**src/rtl/rdiv_pkg.sv**
```systemverilog
// Package: shared helpers for the restoring divider.
// Assumes: nothing; holds only a width helper used by the submodules.
package rdiv_pkg;

    // Counter width able to hold the value n.
    function automatic int cnt_width(input int n);
        return (n < 2) ? 1 : $clog2(n + 1);
    endfunction

endpackage

```
**src/rtl/rdiv_step.sv**
```systemverilog
// Module: one restoring iteration, purely combinational.
// What it does: shifts {remainder, quotient} left by one, subtracts the
// divisor from the widened remainder on trial, and keeps either the
// difference or the pre-subtraction value depending on the sign.
// Assumes: WIDTH >= 2 and the incoming remainder is below the divisor,
// so the trial difference always fits in WIDTH+1 bits as a signed value.
module rdiv_step #(
    parameter int WIDTH = 8
) (
    input  logic [WIDTH:0]   rem_i,
    input  logic [WIDTH-1:0] quo_i,
    input  logic [WIDTH-1:0] dvs_i,
    output logic [WIDTH:0]   rem_o,
    output logic [WIDTH-1:0] quo_o
);
    logic [WIDTH:0] shifted;
    logic [WIDTH:0] trial;
    logic           negative;

    // Shift, subtract on trial, then keep or restore by selection.
    always_comb begin
        shifted  = {rem_i[WIDTH-1:0], quo_i[WIDTH-1]};
        trial    = shifted - {1'b0, dvs_i};
        negative = trial[WIDTH];
        rem_o    = negative ? shifted : trial;
        quo_o    = {quo_i[WIDTH-2:0], ~negative};
    end
endmodule

```
**src/rtl/rdiv_ctrl.sv**
```systemverilog
// Module: sequencing for the divider.
// What it does: accepts a start only when idle, counts WIDTH iterations,
// flags the final one, and emits a one-cycle done pulse after the last
// iteration or directly after a zero-divisor start.
// Assumes: div_zero_i reflects the divisor presented alongside start_i.
module rdiv_ctrl
    import rdiv_pkg::*;
#(
    parameter int WIDTH = 8,
    localparam int CNT_W = cnt_width(WIDTH)
) (
    input  logic             clk,
    input  logic             rst_n,
    input  logic             start_i,
    input  logic             div_zero_i,
    output logic             busy_o,
    output logic             done_o,
    output logic             load_o,
    output logic             last_o,
    output logic             zero_take_o,
    output logic [CNT_W-1:0] cnt_o
);
    logic             busy_q;
    logic             done_q;
    logic [CNT_W-1:0] cnt_q;
    logic             accept;

    // Decode acceptance and the final iteration from the current state.
    always_comb begin
        accept      = start_i && !busy_q;
        load_o      = accept && !div_zero_i;
        zero_take_o = accept && div_zero_i;
        last_o      = busy_q && (cnt_q == CNT_W'(1));
    end

    // Hold busy, the iteration count and the done pulse.
    always_ff @(posedge clk) begin
        if (!rst_n) begin
            busy_q <= 1'b0;
            done_q <= 1'b0;
            cnt_q  <= '0;
        end else begin
            done_q <= last_o || zero_take_o;
            if (load_o) begin
                busy_q <= 1'b1;
                cnt_q  <= CNT_W'(WIDTH);
            end else if (busy_q) begin
                cnt_q <= cnt_q - CNT_W'(1);
                if (last_o) begin
                    busy_q <= 1'b0;
                end
            end
        end
    end

    assign busy_o = busy_q;
    assign done_o = done_q;
    assign cnt_o  = cnt_q;
endmodule

```
**src/rtl/rdiv_datapath.sv**
```systemverilog
// Module: working registers and result registers of the divider.
// What it does: loads the operands on an accepted start, advances one
// restoring step per busy cycle, and copies the answer into the result
// registers on the final step or on a zero-divisor start.
// Assumes: load_i, last_i and zero_take_i are mutually exclusive.
module rdiv_datapath #(
    parameter int WIDTH = 8
) (
    input  logic             clk,
    input  logic             rst_n,
    input  logic             load_i,
    input  logic             busy_i,
    input  logic             last_i,
    input  logic             zero_take_i,
    input  logic [WIDTH-1:0] dividend_i,
    input  logic [WIDTH-1:0] divisor_i,
    output logic [WIDTH-1:0] quotient_o,
    output logic [WIDTH-1:0] remainder_o,
    output logic             div_zero_o
);
    logic [WIDTH:0]   rem_q;
    logic [WIDTH-1:0] quo_q;
    logic [WIDTH-1:0] dvs_q;
    logic [WIDTH:0]   rem_nxt;
    logic [WIDTH-1:0] quo_nxt;
    logic [WIDTH-1:0] res_quo_q;
    logic [WIDTH-1:0] res_rem_q;
    logic             res_dz_q;

    rdiv_step #(.WIDTH(WIDTH)) u_step (
        .rem_i (rem_q),
        .quo_i (quo_q),
        .dvs_i (dvs_q),
        .rem_o (rem_nxt),
        .quo_o (quo_nxt)
    );

    // Load operands on acceptance, then iterate while busy.
    always_ff @(posedge clk) begin
        if (!rst_n) begin
            rem_q <= '0;
            quo_q <= '0;
            dvs_q <= '0;
        end else if (load_i) begin
            rem_q <= '0;
            quo_q <= dividend_i;
            dvs_q <= divisor_i;
        end else if (busy_i) begin
            rem_q <= rem_nxt;
            quo_q <= quo_nxt;
        end
    end

    // Capture the answer at completion and hold it otherwise.
    always_ff @(posedge clk) begin
        if (!rst_n) begin
            res_quo_q <= '0;
            res_rem_q <= '0;
            res_dz_q  <= 1'b0;
        end else if (last_i) begin
            res_quo_q <= quo_nxt;
            res_rem_q <= rem_nxt[WIDTH-1:0];
            res_dz_q  <= 1'b0;
        end else if (zero_take_i) begin
            res_quo_q <= '1;
            res_rem_q <= dividend_i;
            res_dz_q  <= 1'b1;
        end
    end

    assign quotient_o  = res_quo_q;
    assign remainder_o = res_rem_q;
    assign div_zero_o  = res_dz_q;
endmodule

```
**src/rtl/restoring_div.sv**
```systemverilog
// Module: top of the sequential restoring divider.
// What it does: ties the sequencer to the datapath; WIDTH iterations per
// non-zero division, immediate completion on a zero divisor.
// Assumes: WIDTH >= 2; operands are unsigned and need only be valid in
// the cycle of the accepted start.
module restoring_div
    import rdiv_pkg::*;
#(
    parameter int WIDTH = 8,
    localparam int CNT_W = cnt_width(WIDTH)
) (
    input  logic             clk,
    input  logic             rst_n,
    input  logic             start_i,
    input  logic [WIDTH-1:0] dividend_i,
    input  logic [WIDTH-1:0] divisor_i,
    output logic             busy_o,
    output logic             done_o,
    output logic [WIDTH-1:0] quotient_o,
    output logic [WIDTH-1:0] remainder_o,
    output logic             div_zero_o
);
    logic             load;
    logic             last;
    logic             zero_take;
    logic             div_zero_in;
    logic [CNT_W-1:0] iter_cnt;

    // Detect a zero divisor at the input.
    always_comb div_zero_in = (divisor_i == '0);

    rdiv_ctrl #(.WIDTH(WIDTH)) u_ctrl (
        .clk         (clk),
        .rst_n       (rst_n),
        .start_i     (start_i),
        .div_zero_i  (div_zero_in),
        .busy_o      (busy_o),
        .done_o      (done_o),
        .load_o      (load),
        .last_o      (last),
        .zero_take_o (zero_take),
        .cnt_o       (iter_cnt)
    );

    rdiv_datapath #(.WIDTH(WIDTH)) u_dp (
        .clk         (clk),
        .rst_n       (rst_n),
        .load_i      (load),
        .busy_i      (busy_o),
        .last_i      (last),
        .zero_take_i (zero_take),
        .dividend_i  (dividend_i),
        .divisor_i   (divisor_i),
        .quotient_o  (quotient_o),
        .remainder_o (remainder_o),
        .div_zero_o  (div_zero_o)
    );
endmodule

```
**config.mk**
```make
export PLATFORM = sky130hd
export DESIGN_NAME = restoring_div
export DESIGN_NICKNAME = d
export VERILOG_FILES = /design/src/rtl/rdiv_pkg.sv /design/src/rtl/rdiv_step.sv /design/src/rtl/rdiv_ctrl.sv /design/src/rtl/rdiv_datapath.sv /design/src/rtl/restoring_div.sv
export SDC_FILE = /design/constraint.sdc
export NUM_CORES = 1
export LEC_CHECK = 0
export ABC_AREA = 1
export BUFFER_PORTS_ARGS = -buffer_cell sky130_fd_sc_hd__buf_2
export CORE_UTILIZATION = 60
export CTS_BUF_LIST = sky130_fd_sc_hd__clkbuf_4
export DETAILED_ROUTE_END_ITERATION = 10
export PLACE_DENSITY_LB_ADDON = 0.15
export REMOVE_ABC_BUFFERS = 1
export SYNTH_ARGS = -nofsm -noshare
export SYNTH_HDL_FRONTEND = slang
export SYNTH_SLANG_ARGS = --single-unit
```
**constraint.sdc**
```tcl
create_clock -name clk -period 3.8 [get_ports clk]
set_clock_uncertainty 0.2 [all_clocks]
set_input_delay 0.38 -clock clk [delete_from_list [all_inputs] [get_ports clk]]
set_output_delay 0.38 -clock clk [all_outputs]
set_load 0.03 [all_outputs]
```
==> results_dict.tcl <==
set metrics [dict create \
    r2r_start "u_ctrl.cnt_o[1]$_SDFFE_PP0P_" \
    cts.repair_timing.setup_buffer_count 0 \
    power_density_mw_per_mm2 426 \
    tritoncts "yes" \
    globalplace.congestion 0.836 \
    grt_first_pass_wirelength_um 8600 \
    finalHoldViolCount 0 \
    routed_wirelength_um 5270 \
    avgViaCountPerCell 5.35 \
    syn_avg_cell_area_sq_um 6.92 \
    synth.area.top_cells "sky130_fd_sc_hd__dfxtp_1 (39%), sky130_fd_sc_hd__nand2_1 (14%), sky130_fd_sc_hd__inv_1 (8.2%)" \
    synth.largest_area_cell "sky130_fd_sc_hd__dfxtp_1" \
    worst_hold_start "divisor_i[1]" \
    clkLatencyLatePin_ps 360 \
    first_iter_violations 214 \
    htreeDepth 2 \
    fmax_ghz 0.401 \
    grtUsageTotal 0.258 \
    core_region_area_sq_mm 0.00377 \
    transition_time_at_the_pin_with_the_least_slew_margin_ps 647 \
    worst-r2r-setup-slack_ps 1310 \
    initial_core_util 0.642 \
    startpoint_type "flop" \
    antenna_cells_inserted 0 \
    seq_area_frac_synth 0.389 \
    postRouteAntennaNets 0 \
    crit_path_time_final_ps 2490 \
    max-cap-violations 0 \
    fraction_of_power_spent_switching_nets 0.335 \
    nNetsFinal 414 \
    timing.setup.critical_path_class "flop to flop" \
    core.rowCount 22 \
    root_buffer "sky130_fd_sc_hd__clkbuf_4" \
    clock_power_share 0.257 \
    run_status "completed" \
    combinationalPowerShare 0.274 \
    hold_path_class "input pin to flop" \
    total_leakage_power_nw 1.40 \
    cts.hold.buffers_added 0 \
    postSynthCellCount 350 \
    port_buffers 37 \
    vias 2313 \
    final.period_utilization 0.656 \
    pwr-share-seq 0.469 \
    rsz_0062_raised_after_global_routing "no" \
    clkSinkCount 47 \
    grt_max_degree 27 \
    setup_total_neg_slack_ps 0 \
    wl_per_cell_um 12.2 \
    drive_gt1_frac 0.159 \
    synth_top_area_frac 0.389 \
    clk_pin_slew_worst_paths_ps 140 \
    largest_vdd_supply_drop_v 0.000222 \
    io-pin-count 38 \
    clock_tree.buffer_depth 2 \
    postLayoutSetupSlackWorst_ps 1310 \
    startpoint "u_ctrl.cnt_o[1]$_SDFFE_PP0P_" \
    slew_margin_rel 0.567 \
    cp_data_arrival_time_ps 2590 \
    postSynthRegisterBits 47 \
    ctsResizeCount 0 \
    first_global_vias 1936 \
    power_mw 1.15 \
    die_area_sq_mm 0.00429 \
    drt_pre_antenna_iters 5 \
    global_route.overflow_total 0 \
    chipWidth_um 65.5 \
    worstPathRequired_ps 3900 \
    cp_max_fo 17 \
    worst_setup_path_end_kind "flop" \
    final_max_slew_viol_count 0 \
    p_switching_mw 0.385 \
    post_synth_instance_area_sq_mm 0.00242 \
    fin_util 0.715 \
    number_of_antenna_violations_at_the_first_check_in_global_routing 0 \
    remaining_drc_errors 0 \
    areaGrowthSynthToFinish_pct 11.4 \
    dpl.hpwl_um 3760 \
    dp_worst_setup_slack_ps 1370 \
    p_int_mw 0.764 \
    setup_viol_count_final 0 \
    synth-warning-count 0 \
    die_height_um 65.5 \
    cts_inserted_buffers 5 \
    synthDistinctLibCells 28 \
]
synth_stat cells:
cell type and count:
sky130_fd_sc_hd__inv_2 2, sky130_fd_sc_hd__nor2_2 1, sky130_fd_sc_hd__xor2_1 3, sky130_fd_sc_hd__a21oi_1 27
sky130_fd_sc_hd__buf_2 8, sky130_fd_sc_hd__o221ai_1 7, sky130_fd_sc_hd__o21a_1 1, sky130_fd_sc_hd__o21ai_1 1
sky130_fd_sc_hd__a31oi_1 7, sky130_fd_sc_hd__nor3_1 1, sky130_fd_sc_hd__nand3_1 22, sky130_fd_sc_hd__dfxtp_1 47
sky130_fd_sc_hd__nand3b_1 1, sky130_fd_sc_hd__xnor2_1 1, sky130_fd_sc_hd__nor2_1 22, sky130_fd_sc_hd__or2_2 3
sky130_fd_sc_hd__nand2_4 1, sky130_fd_sc_hd__buf_4 1, sky130_fd_sc_hd__o21ai_0 25, sky130_fd_sc_hd__a21oi_2 2
sky130_fd_sc_hd__nor2_4 1, sky130_fd_sc_hd__or2_1 1, sky130_fd_sc_hd__ha_1 10, sky130_fd_sc_hd__fa_1 1
sky130_fd_sc_hd__inv_1 53, sky130_fd_sc_hd__nand2_1 93, sky130_fd_sc_hd__clkbuf_1 3, sky130_fd_sc_hd__nand2_2 5
routing by layer:
layer | global-route usage | share of wire | up-vias
met3 | 0.0573 | 0.073 | 2
met5 | 0 | 0 | -
met2 | 0.421 | 0.46 | 81
met4 | 0.0408 | 0.0036 | 0
met1 | 0.353 | 0.46 | 1047
li1 | - | - | 1183
registers in the layout (all words and copies together), names as in the netlist:
name / flops
u_dp.quo_q: 8
u_ctrl.cnt_o: 4
u_dp.dvs_q: 8
u_ctrl.busy_o: 1
u_dp.rem_q: 8
u_dp.div_zero_o: 1
u_dp.quotient_o: 8
u_dp.remainder_o: 8
u_ctrl.done_o: 1
metrics by stage:
step / std cells / hold slack [ps] / cell area, sq um
after floorplan: 338 / 235 / 2360
after global routing: 432 / 62.7 / 2700
after global placement: 425 / 249 / 2620
after detailed placement: 425 / 255 / 2620
final: 432 / 76.3 / 2700
after CTS: 432 / 62.1 / 2700
worst paths after layout:
kind                                      endpoint  cells past startpoint
hold / removal          u_dp.dvs_q[1]$_SDFFE_PN0P_                      3
setup / recovery  u_dp.remainder_o[3]$_SDFFE_PN0P_                      8
setup reg to reg  u_dp.remainder_o[3]$_SDFFE_PN0P_                      8
hold reg to reg         u_dp.dvs_q[7]$_SDFFE_PN0P_                      2
cell usage in the layout, fill, tap and decap left out, types with 5 or more instances in the layout:
master / count
sky130_fd_sc_hd__a21oi_1: 27
sky130_fd_sc_hd__a31oi_1: 7
sky130_fd_sc_hd__buf_2: 37
sky130_fd_sc_hd__clkbuf_4: 5
sky130_fd_sc_hd__dfxtp_1: 47
sky130_fd_sc_hd__ha_1: 10
sky130_fd_sc_hd__inv_1: 53
sky130_fd_sc_hd__nand2_1: 93
sky130_fd_sc_hd__nand2_2: 5
sky130_fd_sc_hd__nand3_1: 22
sky130_fd_sc_hd__nor2_1: 22
sky130_fd_sc_hd__o21ai_0: 25
sky130_fd_sc_hd__o221ai_1: 7
power by group through the flow:
| stage | Clock (mW) | Combinational (mW) | Sequential, mW |
|---|---|---|---|
| 3_3_place_gp | 0 | 0.304 | 0.549 |
| 6_report | 0.296 | 0.315 | 0.539 |
| 2_1_floorplan | 0 | 0.224 | 0.560 |
| 3_5_place_dp | 0 | 0.310 | 0.550 |
| 5_1_grt | 0.317 | 0.357 | 0.543 |
| 4_1_cts | 0.302 | 0.312 | 0.539 |
critical path, cell delays in order (launching register included):
cell                      delay [ps]
sky130_fd_sc_hd__dfxtp_1         340
sky130_fd_sc_hd__inv_1            80
sky130_fd_sc_hd__ha_1            140
sky130_fd_sc_hd__nand2_1          60
sky130_fd_sc_hd__nor2_1          500
sky130_fd_sc_hd__inv_1           450
sky130_fd_sc_hd__nand2_2         370
sky130_fd_sc_hd__o21ai_0         150
sky130_fd_sc_hd__a21oi_1         140
kinds of logic after synthesis:
logic type / share of synthesized area
buf+inv: 0.110
compound gates: 0.163
simple gates: 0.264
xor+xnor: 0.0145
fa+ha+maj: 0.0599
flops: 0.389
cell type report:
type | instances | area, sq um
clock buffer | 5 | 37.5
multi-input combinational | 236 | 1210
fill | 331 | 1070
clock inverter | 2 | 37.5
timing repair buffer | 39 | 200
inverter | 55 | 206
tap | 48 | 60.1
sequential | 47 | 941
Note: power is estimated with default switching activity, not from simulation.
